`src/rtl/clksyn_pkg.sv`:
```
`timescale 1ns/1ps
package clksyn_pkg;

    // Sequencer states of the divider chain
    typedef enum logic {
        ST_LOAD = 1'b0,
        ST_RUN  = 1'b1
    } seq_state_e;

endpackage

```
`src/rtl/clksyn_lfsr_div.sv`:
```
`timescale 1ns/1ps
// Shift-register divider: steps each cycle, reloads at the terminal state.
// The zero-insertion term extends the sequence to all 2**W states.
module clksyn_lfsr_div #(
    parameter int             W    = 6,
    parameter logic [W-1:0]   TAPS = 6'h30,
    parameter logic [W-1:0]   TERM = 1
) (
    input  logic         clk_i,
    input  logic         rst_ni,
    input  logic         load_i,
    input  logic         run_i,
    input  logic [W-1:0] reload_i,
    output logic         tick_o,
    output logic         div_o,
    output logic [W-1:0] state_o
);

    logic [W-1:0] sr_q;
    logic [W-1:0] sr_nxt;
    logic         fb_bit;
    logic         div_q;

    always_comb begin
        fb_bit = (^(sr_q & TAPS)) ^ (sr_q[W-2:0] == '0);
        sr_nxt = {sr_q[W-2:0], fb_bit};
    end

    assign tick_o  = run_i && (sr_q == TERM);
    assign div_o   = div_q;
    assign state_o = sr_q;

    always_ff @(posedge clk_i or negedge rst_ni) begin
        if (!rst_ni) begin
            sr_q  <= '0;
            div_q <= 1'b0;
        end else if (load_i) begin
            sr_q  <= reload_i;
            div_q <= 1'b0;
        end else if (run_i) begin
            if (tick_o) begin
                sr_q  <= reload_i;
                div_q <= ~div_q;
            end else begin
                sr_q  <= sr_nxt;
            end
        end
    end

endmodule

```
`src/rtl/clksyn_post_stage.sv`:
```
`timescale 1ns/1ps
// One post-divider stage: a down counter advanced by step_i.
module clksyn_post_stage #(
    parameter int CW = 4
) (
    input  logic          clk_i,
    input  logic          rst_ni,
    input  logic          load_i,
    input  logic          step_i,
    input  logic [CW-1:0] div_i,
    output logic          tick_o
);

    logic [CW-1:0] cnt_q;

    assign tick_o = step_i && (cnt_q == '0);

    always_ff @(posedge clk_i or negedge rst_ni) begin
        if (!rst_ni) begin
            cnt_q <= '0;
        end else if (load_i) begin
            cnt_q <= div_i - CW'(1);
        end else if (step_i) begin
            if (cnt_q == '0) begin
                cnt_q <= div_i - CW'(1);
            end else begin
                cnt_q <= cnt_q - CW'(1);
            end
        end
    end

endmodule

```
`src/rtl/clksyn_div_chain.sv`:
```
`timescale 1ns/1ps
module clksyn_div_chain
    import clksyn_pkg::*;
#(
    parameter int                REF_W    = 6,
    parameter logic [REF_W-1:0]  REF_TAPS = 6'h30,
    parameter int                FB_W     = 8,
    parameter logic [FB_W-1:0]   FB_TAPS  = 8'hB8,
    parameter int                PD_W     = 3
) (
    input  logic                clk_i,
    input  logic                rst_ni,
    input  logic [REF_W-1:0]    ref_reload_i,
    input  logic [FB_W-1:0]     fb_reload_i,
    input  logic [2*PD_W-1:0]   post_cfg_i,
    output logic                ref_tick_o,
    output logic                ref_div_o,
    output logic                fb_tick_o,
    output logic                fb_div_o,
    output logic                post_en_o
);

    localparam int               PD_CW   = PD_W + 1;
    localparam int               N_STG   = 2;
    localparam logic [PD_CW-1:0] PD_SPAN = PD_CW'(2 ** PD_W);

    seq_state_e state_q;
    seq_state_e state_nxt;
    logic       in_load;
    logic       in_run;

    logic [REF_W-1:0] ref_state;
    logic [FB_W-1:0]  fb_state;

    // State register
    always_ff @(posedge clk_i or negedge rst_ni) begin
        if (!rst_ni) begin
            state_q <= ST_LOAD;
        end else begin
            state_q <= state_nxt;
        end
    end

    // Transitions: LOAD_TO_RUN, RUN_STAY
    always_comb begin
        state_nxt = state_q;
        unique case (state_q)
            ST_LOAD: state_nxt = ST_RUN;
            ST_RUN:  state_nxt = ST_RUN;
            default: state_nxt = ST_LOAD;
        endcase
    end

    // State outputs
    always_comb begin
        in_load = 1'b0;
        in_run  = 1'b0;
        unique case (state_q)
            ST_LOAD: in_load = 1'b1;
            ST_RUN:  in_run  = 1'b1;
            default: in_load = 1'b0;
        endcase
    end

    clksyn_lfsr_div #(
        .W    (REF_W),
        .TAPS (REF_TAPS),
        .TERM (REF_W'(1))
    ) i_ref_div (
        .clk_i    (clk_i),
        .rst_ni   (rst_ni),
        .load_i   (in_load),
        .run_i    (in_run),
        .reload_i (ref_reload_i),
        .tick_o   (ref_tick_o),
        .div_o    (ref_div_o),
        .state_o  (ref_state)
    );

    clksyn_lfsr_div #(
        .W    (FB_W),
        .TAPS (FB_TAPS),
        .TERM (FB_W'(1))
    ) i_fb_div (
        .clk_i    (clk_i),
        .rst_ni   (rst_ni),
        .load_i   (in_load),
        .run_i    (in_run),
        .reload_i (fb_reload_i),
        .tick_o   (fb_tick_o),
        .div_o    (fb_div_o),
        .state_o  (fb_state)
    );

    // Post-divider: stage 0 takes the upper field and feeds stage 1
    logic [N_STG:0]   stg_step;
    logic [PD_CW-1:0] stg_div [N_STG];

    assign stg_step[0] = in_run;

    for (genvar g = 0; g < N_STG; g++) begin : g_post
        localparam int LSB = (N_STG - 1 - g) * PD_W;

        assign stg_div[g] = PD_SPAN - {1'b0, post_cfg_i[LSB +: PD_W]};

        clksyn_post_stage #(
            .CW (PD_CW)
        ) i_stage (
            .clk_i  (clk_i),
            .rst_ni (rst_ni),
            .load_i (in_load),
            .step_i (stg_step[g]),
            .div_i  (stg_div[g]),
            .tick_o (stg_step[g+1])
        );
    end

    assign post_en_o = stg_step[N_STG];

endmodule

```
`config.mk`:
```
export PLATFORM = sky130hd
export DESIGN_NAME = clksyn_div_chain
export DESIGN_NICKNAME = d
export VERILOG_FILES = /design/src/rtl/clksyn_pkg.sv /design/src/rtl/clksyn_lfsr_div.sv /design/src/rtl/clksyn_post_stage.sv /design/src/rtl/clksyn_div_chain.sv
export SDC_FILE = /design/constraint.sdc
export NUM_CORES = 1
export LEC_CHECK = 0
export ABC_CLOCK_PERIOD_IN_PS = 2370
export CORE_ASPECT_RATIO = 0.9
export CORE_MARGIN = 5
export CORE_UTILIZATION = 30
export CTS_BUF_LIST = sky130_fd_sc_hd__clkbuf_16
export CTS_CLUSTER_SIZE = 28
export DETAILED_ROUTE_END_ITERATION = 6
export DONT_BUFFER_PORTS = 1
export PLACE_DENSITY = 0.41
export SLEW_MARGIN = 25
export SYNTH_ARGS = -nofsm -noshare
export SYNTH_HDL_FRONTEND = slang
export SYNTH_SLANG_ARGS = --single-unit
```
`constraint.sdc`:
```
create_clock -name clk_i -period 2.37 [get_ports clk_i]
set_input_delay 0.3555 -clock clk_i [delete_from_list [all_inputs] [get_ports clk_i]]
set_output_delay 0.3555 -clock clk_i [all_outputs]
set_load 0.05 [all_outputs]
```
After elaboration in Yosys (flattened, before gate mapping)
Index checks and enable logic that the tools add are counted.
Storage, ports and cells
  register bits: 25
  input port bits: 22
  output and inout port bits: 5
  logic and storage cells: 54
Operators by class
  $add $sub $neg: 6
  equality and inequality tests: 6
  multiplexer cells: 19
  bitwise operators: 4
  reductions and logical operators: 12
Operator list (count)
  $mux 4: 6
  $mux 8: 3
  $mux 6: 3
  $sub 4x1->4 const B: 4
  $eq 8x1->1 const B: 1
  $logic_not 4->1: 2
  $reduce_xor 8->1: 1
  $sub 4x3->4 const A: 2
  $logic_not 7->1: 1
  $mux 1: 7
  $eq 6x1->1 const B: 1
  $reduce_xor 6->1: 1
  $logic_not 5->1: 1
  $logic_and 1x1->1: 4
  $ne 2x1->1 const B: 2
  $ne 2x2->1 const B: 2
  $reduce_and 2->1: 2
  $not 1->1: 2
  $xor 1x1->1: 2

Logic depth before layout (Yosys ltp)
Gate-level depths: netlist (run 1).
  depth in word-level cells: 5
  mapped depth: 6
  mapped depth without buffers: 6

Modules after synthesis
From an unflattened synthesis (run 1), not the netlist that was laid out.
Second synthesis, totals
  cell total of the unflattened synthesis: 187
  area, all modules: 1739.2 sq um
Modules (own cells, without submodules)
  clksyn_lfsr_div at i_fb_div: times used 1, cells each 64, area each 610.6 sq um, sequential area each 225.2 sq um
  clksyn_post_stage: times used 2, cells each 33, area each 294.0 sq um, sequential area each 100.1 sq um
  clksyn_lfsr_div at i_ref_div: times used 1, cells each 44, area each 430.4 sq um, sequential area each 175.2 sq um
  clksyn_div_chain: times used 1, cells each 13, area each 110.1 sq um, sequential area each 25.0 sq um

Least setup slack after synthesis (run 1)
OpenSTA, ideal clock, no wires.
  kind: register to output
  from: register i_fb_div.sr_q[4], in the netlist i_fb_div.state_o[4]
  to: output port fb_tick_o
  arrival: 1.683 ns
  data required time: 2.014 ns
  slack: 0.332 ns
  cell stages (with the launch flop): 6
  path buffers: 0
  cells stage by stage: dfrtp_1 -> inv_1 -> ha_1 -> or4b_4 -> nor3_1 -> and2_1
Between the ends
  longest elaborated chain between the ends: 2
RTL lines
  start, declared: line clksyn_lfsr_div.sv:19  | logic [W-1:0] sr_q;
  start signal, assigned: line clksyn_lfsr_div.sv:38  | sr_q <= reload_i;
  start signal, assigned: line clksyn_lfsr_div.sv:42  | sr_q <= reload_i;
  start signal, assigned: line clksyn_lfsr_div.sv:45  | sr_q <= sr_nxt;
  $eq 8x1->1: line clksyn_lfsr_div.sv:29  | assign tick_o = run_i && (sr_q == TERM);
  $logic_and 1x1->1: line clksyn_lfsr_div.sv:29
  end, declared: line clksyn_div_chain.sv:18  | output logic fb_tick_o,
No other way between the ends.

Worst setup path in the final report (run 1)
Same ends and word-level chain as after synthesis.

==> impl_metrics.json, run 1 <==
{
  "status": "completed",
  "placed_cell_area_um2": 1330,
  "hold_viol": 0,
  "synth.distinct_cells": 35,
  "drive_gt1_share_pct": 18.0,
  "io_pins": 27,
  "drv_slew": 0,
  "cap_violations": 0,
  "clock_latency_ns": 0.25,
  "skew_ns": 0.00192,
  "yosysTopAreaCellShare_pct": 50.2,
  "ant_nets": 0,
  "cts.path.max_buffers": 2,
  "antenna_found_initial": 0,
  "synth-compound-area-share_pct": 8.43,
  "place.gp.congestion": 0.731,
  "netlist_instances": 121,
  "grt_pass1_wl_um": 4330,
  "async_reset_ff_share_pct": 100,
  "synth_commonest_cells": "dfrtp_1 (25), nand2_1 (13), inv_1 (11)",
  "synth-xor-area-share_pct": 5.62,
  "antenna_cells": 0,
  "crit_arrival_ns": 1.87,
  "synthSimpleGateAreaFrac_pct": 18.4,
  "synth_top_cell_by_area": "dfrtp_1",
  "syn_avg_cell_area_um2": 10.3,
  "placed_cells": 170,
  "initial_core_util_pct": 30.8,
  "area_growth_pct": 15.7,
  "track_usage_pct": 9.72,
  "post-synth-top-count-cell": "dfrtp_1",
  "firstDrtPassIters": 4,
  "overflow": 0,
  "design_area_um2": 1440,
  "layoutNonFillerInstCount": 176,
  "synth_top_family_by_area": "simple AND/OR/NAND/NOR gates",
  "core-area_um2": 4050,
  "drc": 0,
  "p_leak_nw": 0.661,
  "reg2reg_depth": 6,
  "fill_cells": 410,
  "drt_iter0_markers": 13,
  "die_h_um": 71.2,
  "fmax_mhz": 450,
  "syn-cell-area_um2": 1250,
  "dieWidth_um": 78.0,
  "cts.sinks": 25,
  "rows": 22,
  "grt_pass1_vias": 934,
  "drt-total-wl_um": 2390,
  "num_vias": 838,
  "crit_fanout": 3,
  "yosys-mux-area-fraction_pct": 8.83,
  "hpwl_um": 1790,
  "wl_per_cell_um": 13.6,
  "cts_buffers": 3,
  "min_period_ns": 2.22,
  "required_ns": 2.01,
  "min_path_type": "input pin to flip-flop",
  "synth_edf_count": 0,
  "clkTransAtPathRegs_ns": 0.06,
  "setup-tns-final_ns": 0,
  "ys_seq_area_share_pct": 50.2,
  "fin_crit_sh_pct": 93.7,
  "holdPathStages": 1,
  "rsz0062_at_grt": "no",
  "viasPerCell": 4.76,
  "worst_pin_slew_ns": 0.505,
  "path_class": "flip-flop to primary output",
  "synth_seq_cells": 25,
  "cp-end-kind": "primary output",
  "yosysWarnings": 0,
  "cts-root-buf": "clkbuf_16",
  "synth_flop_cell": "dfrtp_1",
  "syn-num-nets": 147,
  "setup_viol": 0,
  "netlist_top_cells_area": "dfrtp_1 (50%), mux2_2 (7.2%), xnor2_1 (4.2%)",
  "postLayoutCoreUtil_pct": 35.7,
  "synth_adder_area_share_pct": 4.01,
  "whs_ns": 0.177,
  "dieArea_um2": 5550,
  "vdd_drop_max_mv": 0.390,
  "htreeDepth": 1,
  "fin_nets": 155,
  "cts_tree": "built",
  "slew-limit-headroom_pct": 66.4,
  "power_density_nw_per_um2": 798,
  "worstSetupStartpointType": "flip-flop",
  "grt_max_degree": 26,
  "io_buffer_count": 0
}
placed cells by master, fill, tap and decap left out, types with 2 or more instances in the layout:
cell type  synthesis  routed
xor2_1             2       2
a22oi_1            2       2
nor3_1             3       2
and2_1             4       4
nor2_1             9       8
mux2i_1            2       2
inv_1             11      12
ha_1               4       4
nand2_1           13      13
clkbuf_16          0       3
xnor2_1            6       6
o21ai_0            4       4
a21oi_1            5       5
mux2_2             8       8
buf_4              0       4
dfrtp_1           25      25
and3_1             2       2
path summary, 6_finish.rpt:
check / from / endpoint / slack [ns]
max: i_fb_div.state_o[4]$_DFF_PN0_ / fb_tick_o / 0.15
min: post_cfg_i[3] / g_post[0].i_stage.cnt_q[0]$_DFF_PN0_ / 0.18
max reg2reg: i_fb_div.state_o[4]$_DFF_PN0_ / i_fb_div.state_o[4]$_DFF_PN0_ / 0.27
min reg2reg: i_ref_div.state_o[1]$_DFF_PN0_ / i_ref_div.state_o[2]$_DFF_PN0_ / 0.47
max in group asynchronous: rst_ni / g_post[0].i_stage.cnt_q[0]$_DFF_PN0_ / 1.66
min in group asynchronous: rst_ni / i_fb_div.state_o[7]$_DFF_PN0_ / 0.55
through the flow:
stage	power, mW	setup slack, ns
after global routing	1.25	0.0479
after floorplan	0.731	0.332
after global placement	0.773	0.314
after detailed placement	0.778	0.282
after CTS	1.18	0.0151
final	1.15	0.149
flip-flops by register name (all words and copies together) (netlist names):
name                  count
g_post.i_stage.cnt_q      8
i_ref_div.state_o         6
state_q                   1
i_fb_div.div_o            1
i_ref_div.div_o           1
i_fb_div.state_o          8
critical path, cell delays in order, from the launching register on:
cell and delay (ns):
dfrtp_1 0.38, inv_1 0.06, ha_1 0.13, or4b_4 0.47, nor3_2 0.23, and2_1 0.15, buf_4 0.19
per-layer routing:
layer | vias up | part of all wire, % | track usage [%]
met5 | - | 0 | 0
met4 | 0 | 1.7 | 2.63
met3 | 4 | 6.5 | 4.45
met2 | 17 | 47 | 16.8
met1 | 400 | 45 | 10.8
li1 | 417 | - | -
power by group:
group	internal [mW]	total [mW]	switching, mW
sequential	0.495	0.554	0.0592
clock	0.225	0.367	0.142
combinational	0.115	0.231	0.116
logic make-up after synthesis:
kind of cell             after synthesis
AO/OA/AOI/OAI                         16
adder cells (fa/ha/maj)                4
other                                  1
buffers and inverters                 14
multiplexers                          10
XOR/XNOR                               8
AND/OR/NAND/NOR                       43
flip-flops                            25
cell type report:
cell class	instances	area [um^2]	share of cell area, %
Clock buffer	3	75.1	5.20
Clock inverter	1	3.75	0.260
Inverter	11	41.3	2.86
Multi-Input combinational cell	82	578	40.0
Sequential cell	25	626	43.3
Tap cell	48	60.1	4.16
Timing Repair Buffer	6	60.1	4.16
repair_timing:
action / 4_1_cts / 5_1_grt
buffers inserted: 0 / 0
hold buffers: 2 / 0
endpoints found under the hold margin: 25 / 0
gates resized for setup: 0 / 3
endpoints found under the setup margin: 0 / 2
Note: power is estimated with default switching activity, not from simulation.
==> run 2, diff against run 1 <==
Settings changed: ABC_CLOCK_PERIOD_IN_PS 2370 to 2400.
Clock period 2.37 ns to 2.4 ns, I/O delays scaled along.
==> impl_metrics.json, run 2 (synthesis gave the netlist of run 1 again) <==
{
  "status": "completed",
  "reg2reg_depth": 6,
  "setup_viol": 0,
  "combPwrFrac_pct": 19.8,
  "hold_end": "g_post[0].i_stage.cnt_q[0]$_DFF_PN0_",
  "fmax_mhz": 438,
  "slew-limit-headroom_pct": 66.3,
  "cts.sinks": 25,
  "num_vias": 866,
  "hpwl_um": 1810,
  "cap_violations": 0,
  "cts_buffers": 3,
  "area_growth_pct": 15.1,
  "antenna_found_initial": 0,
  "cts-root-buf": "clkbuf_16",
  "ant_nets": 0,
  "worst_pin_slew_ns": 0.505,
  "rows": 22,
  "clockPowerShare_pct": 31.9,
  "crit_fanout": 3,
  "overflow": 0,
  "setup-tns-final_ns": 0,
  "cts.path.max_buffers": 2,
  "hold_viol": 0,
  "min_period_ns": 2.28,
  "required_ns": 2.04,
  "track_usage_pct": 9.67,
  "path_class": "flip-flop to primary output",
  "drive_gt1_share_pct": 17.2,
  "holdPathStages": 1,
  "die_h_um": 71.2,
  "p_leak_nw": 0.659,
  "fin_crit_sh_pct": 95.2,
  "wl_per_cell_um": 13.6,
  "holdCritStartpoint": "post_cfg_i[3]",
  "design_area_um2": 1440,
  "r2r_start": "i_fb_div.state_o[4]$_DFF_PN0_",
  "initial_core_util_pct": 30.8,
  "worstSetupStartpointType": "flip-flop",
  "dieWidth_um": 78.0,
  "seq_power_share_pct": 48.3,
  "drc": 0,
  "rsz0062_at_grt": "no",
  "power_density_nw_per_um2": 791,
  "p_int_mw": 0.822,
  "viasPerCell": 4.92,
  "postCtsSetupBuffers": 0,
  "final_cell_mix": "dfrtp_1 (25), nand2_1 (13), inv_1 (12)",
  "grt_pass1_vias": 917,
  "clock_latency_ns": 0.25,
  "drv_slew": 0,
  "dieArea_um2": 5550,
  "drt-total-wl_um": 2390,
  "grt_pass1_wl_um": 4290,
  "switchingPower_mw": 0.314,
  "regToRegEndpoint": "i_fb_div.state_o[4]$_DFF_PN0_",
  "grt_max_degree": 26,
  "clkTransAtPathRegs_ns": 0.06,
  "cts_tree": "built",
  "layout_commonest_cell": "dfrtp_1",
  "vdd_drop_max_mv": 0.301,
  "skew_ns": 0.00286,
  "firstDrtPassIters": 4,
  "place.gp.congestion": 0.727,
  "drt_iter0_markers": 37,
  "cp-end-kind": "primary output",
  "antenna_cells": 0,
  "fill_cells": 415,
  "swShare_pct": 27.6,
  "io_buffer_count": 0,
  "fin_nets": 155,
  "htreeDepth": 1,
  "r2r_setup_slack_ns": 0.31,
  "min_path_type": "input pin to flip-flop",
  "crit_arrival_ns": 1.92,
  "core-area_um2": 4050,
  "io_pins": 27,
  "placed_cell_area_um2": 1330
}
[run 2: worst max-delay path by stage]
| stage | from | to | slack, ns | cells after the start |
|---|---|---|---|---|
| final | i_fb_div.state_o[4]$_DFF_PN0_ | fb_tick_o | 0.12 | 6 |
| after global routing | i_fb_div.state_o[4]$_DFF_PN0_ | fb_tick_o | 0.03 | 6 |
| after CTS | i_fb_div.state_o[4]$_DFF_PN0_ | fb_tick_o | 0.08 | 6 |
| after detailed placement | i_fb_div.state_o[4]$_DFF_PN0_ | i_fb_div.state_o[4]$_DFF_PN0_ | 0.30 | 6 |
| after global placement | i_fb_div.state_o[4]$_DFF_PN0_ | i_fb_div.state_o[2]$_DFF_PN0_ | 0.34 | 6 |
| after floorplan | i_fb_div.state_o[4]$_DFF_PN0_ | fb_tick_o | 0.36 | 5 |
[run 2: layout make-up]
class	count	area [um^2]	share of cell area, %
Clock inverter	1	3.75	0.261
Clock buffer	3	75.1	5.23
Sequential cell	25	626	43.6
Multi-Input combinational cell	82	571	39.7
Tap cell	48	60.1	4.18
Timing Repair Buffer	6	60.1	4.18
Inverter	11	41.3	2.87
[run 2: worst max-delay path, cell delays in order, from the launching register on]
cell     delay, ns
dfrtp_1       0.38
inv_1         0.06
ha_1          0.13
or4b_4        0.46
nor3_1        0.29
and2_1        0.17
buf_4         0.19
[run 2: routing by layer]
metal | vias to the layer above | GRT usage (%) | wire length [um]
met1 | 428 | 10.6 | 1000
met2 | 15 | 16.9 | 1220
met4 | 0 | 2.81 | 24
met5 | - | 0 | 0
met3 | 2 | 4.33 | 152
li1 | 421 | - | -
[run 2: what timing repair did]
| action | in CTS | in global routing |
|---|---|---|
| hold buffers | 2 | 0 |
| endpoints found under the hold margin | 25 | 0 |
| setup endpoints to repair | 0 | 1 |
| resized for setup | 0 | 1 |
[run 2: through the flow]
step	hold WS, ns	instances	setup slack (ns)	total power, mW	util (%)
CTS	0.173	176	0.0811	1.16	35.4
detailed placement	0.0651	170	0.299	0.769	32.7
global route	0.181	176	0.0333	1.22	35.5
finish	0.181	176	0.116	1.14	35.5
global placement	0.0652	170	0.344	0.764	32.7
floorplan	0.0644	121	0.357	0.722	-
[run 2: power groups by stage]
stage               combinational (mW)  clock [mW]  sequential, mW
detailed placement               0.213           0           0.556
global route                     0.261       0.403           0.560
floorplan                        0.184           0           0.538
global placement                 0.209           0           0.555
finish                           0.225       0.362           0.548
CTS                              0.228       0.386           0.548
==> run 3, diff against run 2 <==
--- a/config.mk
+++ b/config.mk
@@ -10,3 +10,3 @@
 export CORE_MARGIN = 5
-export CORE_UTILIZATION = 30
+export CORE_UTILIZATION = 42
 export CTS_BUF_LIST = sky130_fd_sc_hd__clkbuf_16
@@ -15,3 +15,4 @@
 export DONT_BUFFER_PORTS = 1
-export PLACE_DENSITY = 0.41
+export PLACE_DENSITY = 0.53
+export SETUP_SLACK_MARGIN = 0.02
 export SLEW_MARGIN = 25
==> constraint.sdc (replaced) <==
create_clock -name clk_i -period 2.4 [get_ports clk_i]
set_input_delay 0.12 -clock clk_i [delete_from_list [all_inputs] [get_ports clk_i]]
set_output_delay 0.12 -clock clk_i [all_outputs]
set_load 0.05 [all_outputs]
==> impl_metrics.json, run 3 (synthesis gave the netlist of run 1 again) <==
{
  "status": "completed",
  "path_class": "flip-flop to primary output",
  "required_ns": 2.28,
  "fin_crit_sh_pct": 90.8,
  "dieWidth_um": 67.4,
  "combPwrFrac_pct": 20.4,
  "drt_iter0_markers": 8,
  "cts_tree": "built",
  "skew_ns": 0.00366,
  "crit_fanout": 3,
  "hold_viol": 0,
  "fill_cells": 259,
  "cap_violations": 0,
  "holdPathStages": 1,
  "clockPowerShare_pct": 31.6,
  "track_usage_pct": 11.4,
  "io_pins": 27,
  "seq_power_share_pct": 48.1,
  "overflow": 0,
  "antenna_found_initial": 0,
  "switchingPower_mw": 0.308,
  "hpwl_um": 1550,
  "layout_setup_ws_ns": 0.222,
  "antenna_cells": 0,
  "rows": 18,
  "io_buffer_count": 0,
  "initial_core_util_pct": 44.7,
  "design_area_um2": 1500,
  "grt_pass1_wl_um": 3480,
  "ctsHoldBuffers": 11,
  "startpoint": "i_fb_div.state_o[4]$_DFF_PN0_",
  "viasPerCell": 4.83,
  "area_growth_pct": 20.2,
  "postCtsSetupBuffers": 0,
  "rsz0062_at_grt": "no",
  "dp_slack_ns": 0.305,
  "clock_latency_ns": 0.26,
  "worstSetupStartpointType": "flip-flop",
  "htreeDepth": 1,
  "drv_slew": 0,
  "drc": 0,
  "r2r_start": "i_fb_div.state_o[4]$_DFF_PN0_",
  "dieArea_um2": 4160,
  "cts.sinks": 25,
  "setup_viol": 0,
  "place.gp.congestion": 0.750,
  "whs_ns": 0.00965,
  "layout_commonest_cell": "dfrtp_1",
  "worst_pin_slew_ns": 0.506,
  "wl_per_cell_um": 12.1,
  "core-area_um2": 2790,
  "reg2reg_depth": 6,
  "slew-limit-headroom_pct": 66.3,
  "placed_cell_area_um2": 1300,
  "num_vias": 845,
  "setup-tns-final_ns": 0,
  "final_cell_mix": "dfrtp_1 (25), nand2_1 (13), inv_1 (12)",
  "swShare_pct": 27.0,
  "cp-end-kind": "primary output",
  "die_h_um": 61.7,
  "min_path_type": "input pin to flip-flop",
  "grt_pass1_vias": 835,
  "p_leak_nw": 0.686,
  "firstDrtPassIters": 2,
  "fmax_mhz": 459,
  "grt_max_degree": 26,
  "min_period_ns": 2.18,
  "cts_buffers": 3,
  "drt-total-wl_um": 2120,
  "clkTransAtPathRegs_ns": 0.06,
  "hold_end": "i_fb_div.state_o[7]$_DFF_PN0_",
  "cts_resized": 0,
  "ant_nets": 0,
  "power_density_nw_per_um2": 760,
  "cts-root-buf": "clkbuf_16",
  "vdd_drop_max_mv": 0.486,
  "p_total_mw": 1.14,
  "drive_gt1_share_pct": 14.1,
  "crit_arrival_ns": 2.06,
  "p_int_mw": 0.831,
  "regToRegEndpoint": "i_fb_div.state_o[5]$_DFF_PN0_",
  "cts.path.max_buffers": 2,
  "fin_nets": 162,
  "holdCritStartpoint": "fb_reload_i[7]",
  "r2r_setup_slack_ns": 0.33
}
-- run 3: changes by cell type in the layout (fill, tap and decap cells not counted), sizes merged --
cell and change:
dlygate4sd3 +9, buf -2
-- run 3: critical path, stage by stage, from the launching register on --
cell     delay (ns)
dfrtp_1        0.37
inv_1          0.06
ha_1           0.12
or4b_4         0.46
nor3_1         0.30
and2_1         0.50
-- run 3: stage by stage --
step,util [%],cells
2_1_floorplan,-,121
3_3_place_gp,46.6,160
3_5_place_dp,46.6,160
4_1_cts,53.7,175
5_1_grt,53.7,175
6_report,53.7,175
-- run 3: area by class of cell --
type                       count  area (um^2)  share of cell area, %
inverter                      11         41.3                   2.75
sequential                    25          626                   41.7
clock buffer                   3         75.1                   5.01
tap                           40         50.0                   3.34
clock inverter                 1         3.75                  0.250
timing repair buffer          13          135                   9.02
multi-input combinational     82          568                   37.9
-- run 3: power by group through the flow --
stage	logic (mW)	registers (mW)	clock network [mW]
detailed placement	0.210	0.554	0
floorplan	0.184	0.538	0
global route	0.269	0.557	0.384
global placement	0.206	0.554	0
finish	0.232	0.548	0.360
CTS	0.236	0.547	0.377
-- run 3: metal layers --
layer	GRT usage [%]	routed length (um)	up-vias
met2	20.7	1050	16
met3	3.24	112	4
li1	-	-	429
met1	13.0	931	396
met4	3.47	27	0
met5	0	0	-
-- run 3: worst max path at each step --
stage / to / slack [ns] / depth (start not counted)
3_5_place_dp: i_fb_div.state_o[5]$_DFF_PN0_ / 0.31 / 6
6_report: fb_tick_o / 0.22 / 5
2_1_floorplan: i_fb_div.state_o[2]$_DFF_PN0_ / 0.41 / 6
5_1_grt: post_en_o / 0.12 / 5
4_1_cts: fb_tick_o / 0.21 / 5
3_3_place_gp: i_fb_div.state_o[4]$_DFF_PN0_ / 0.35 / 6
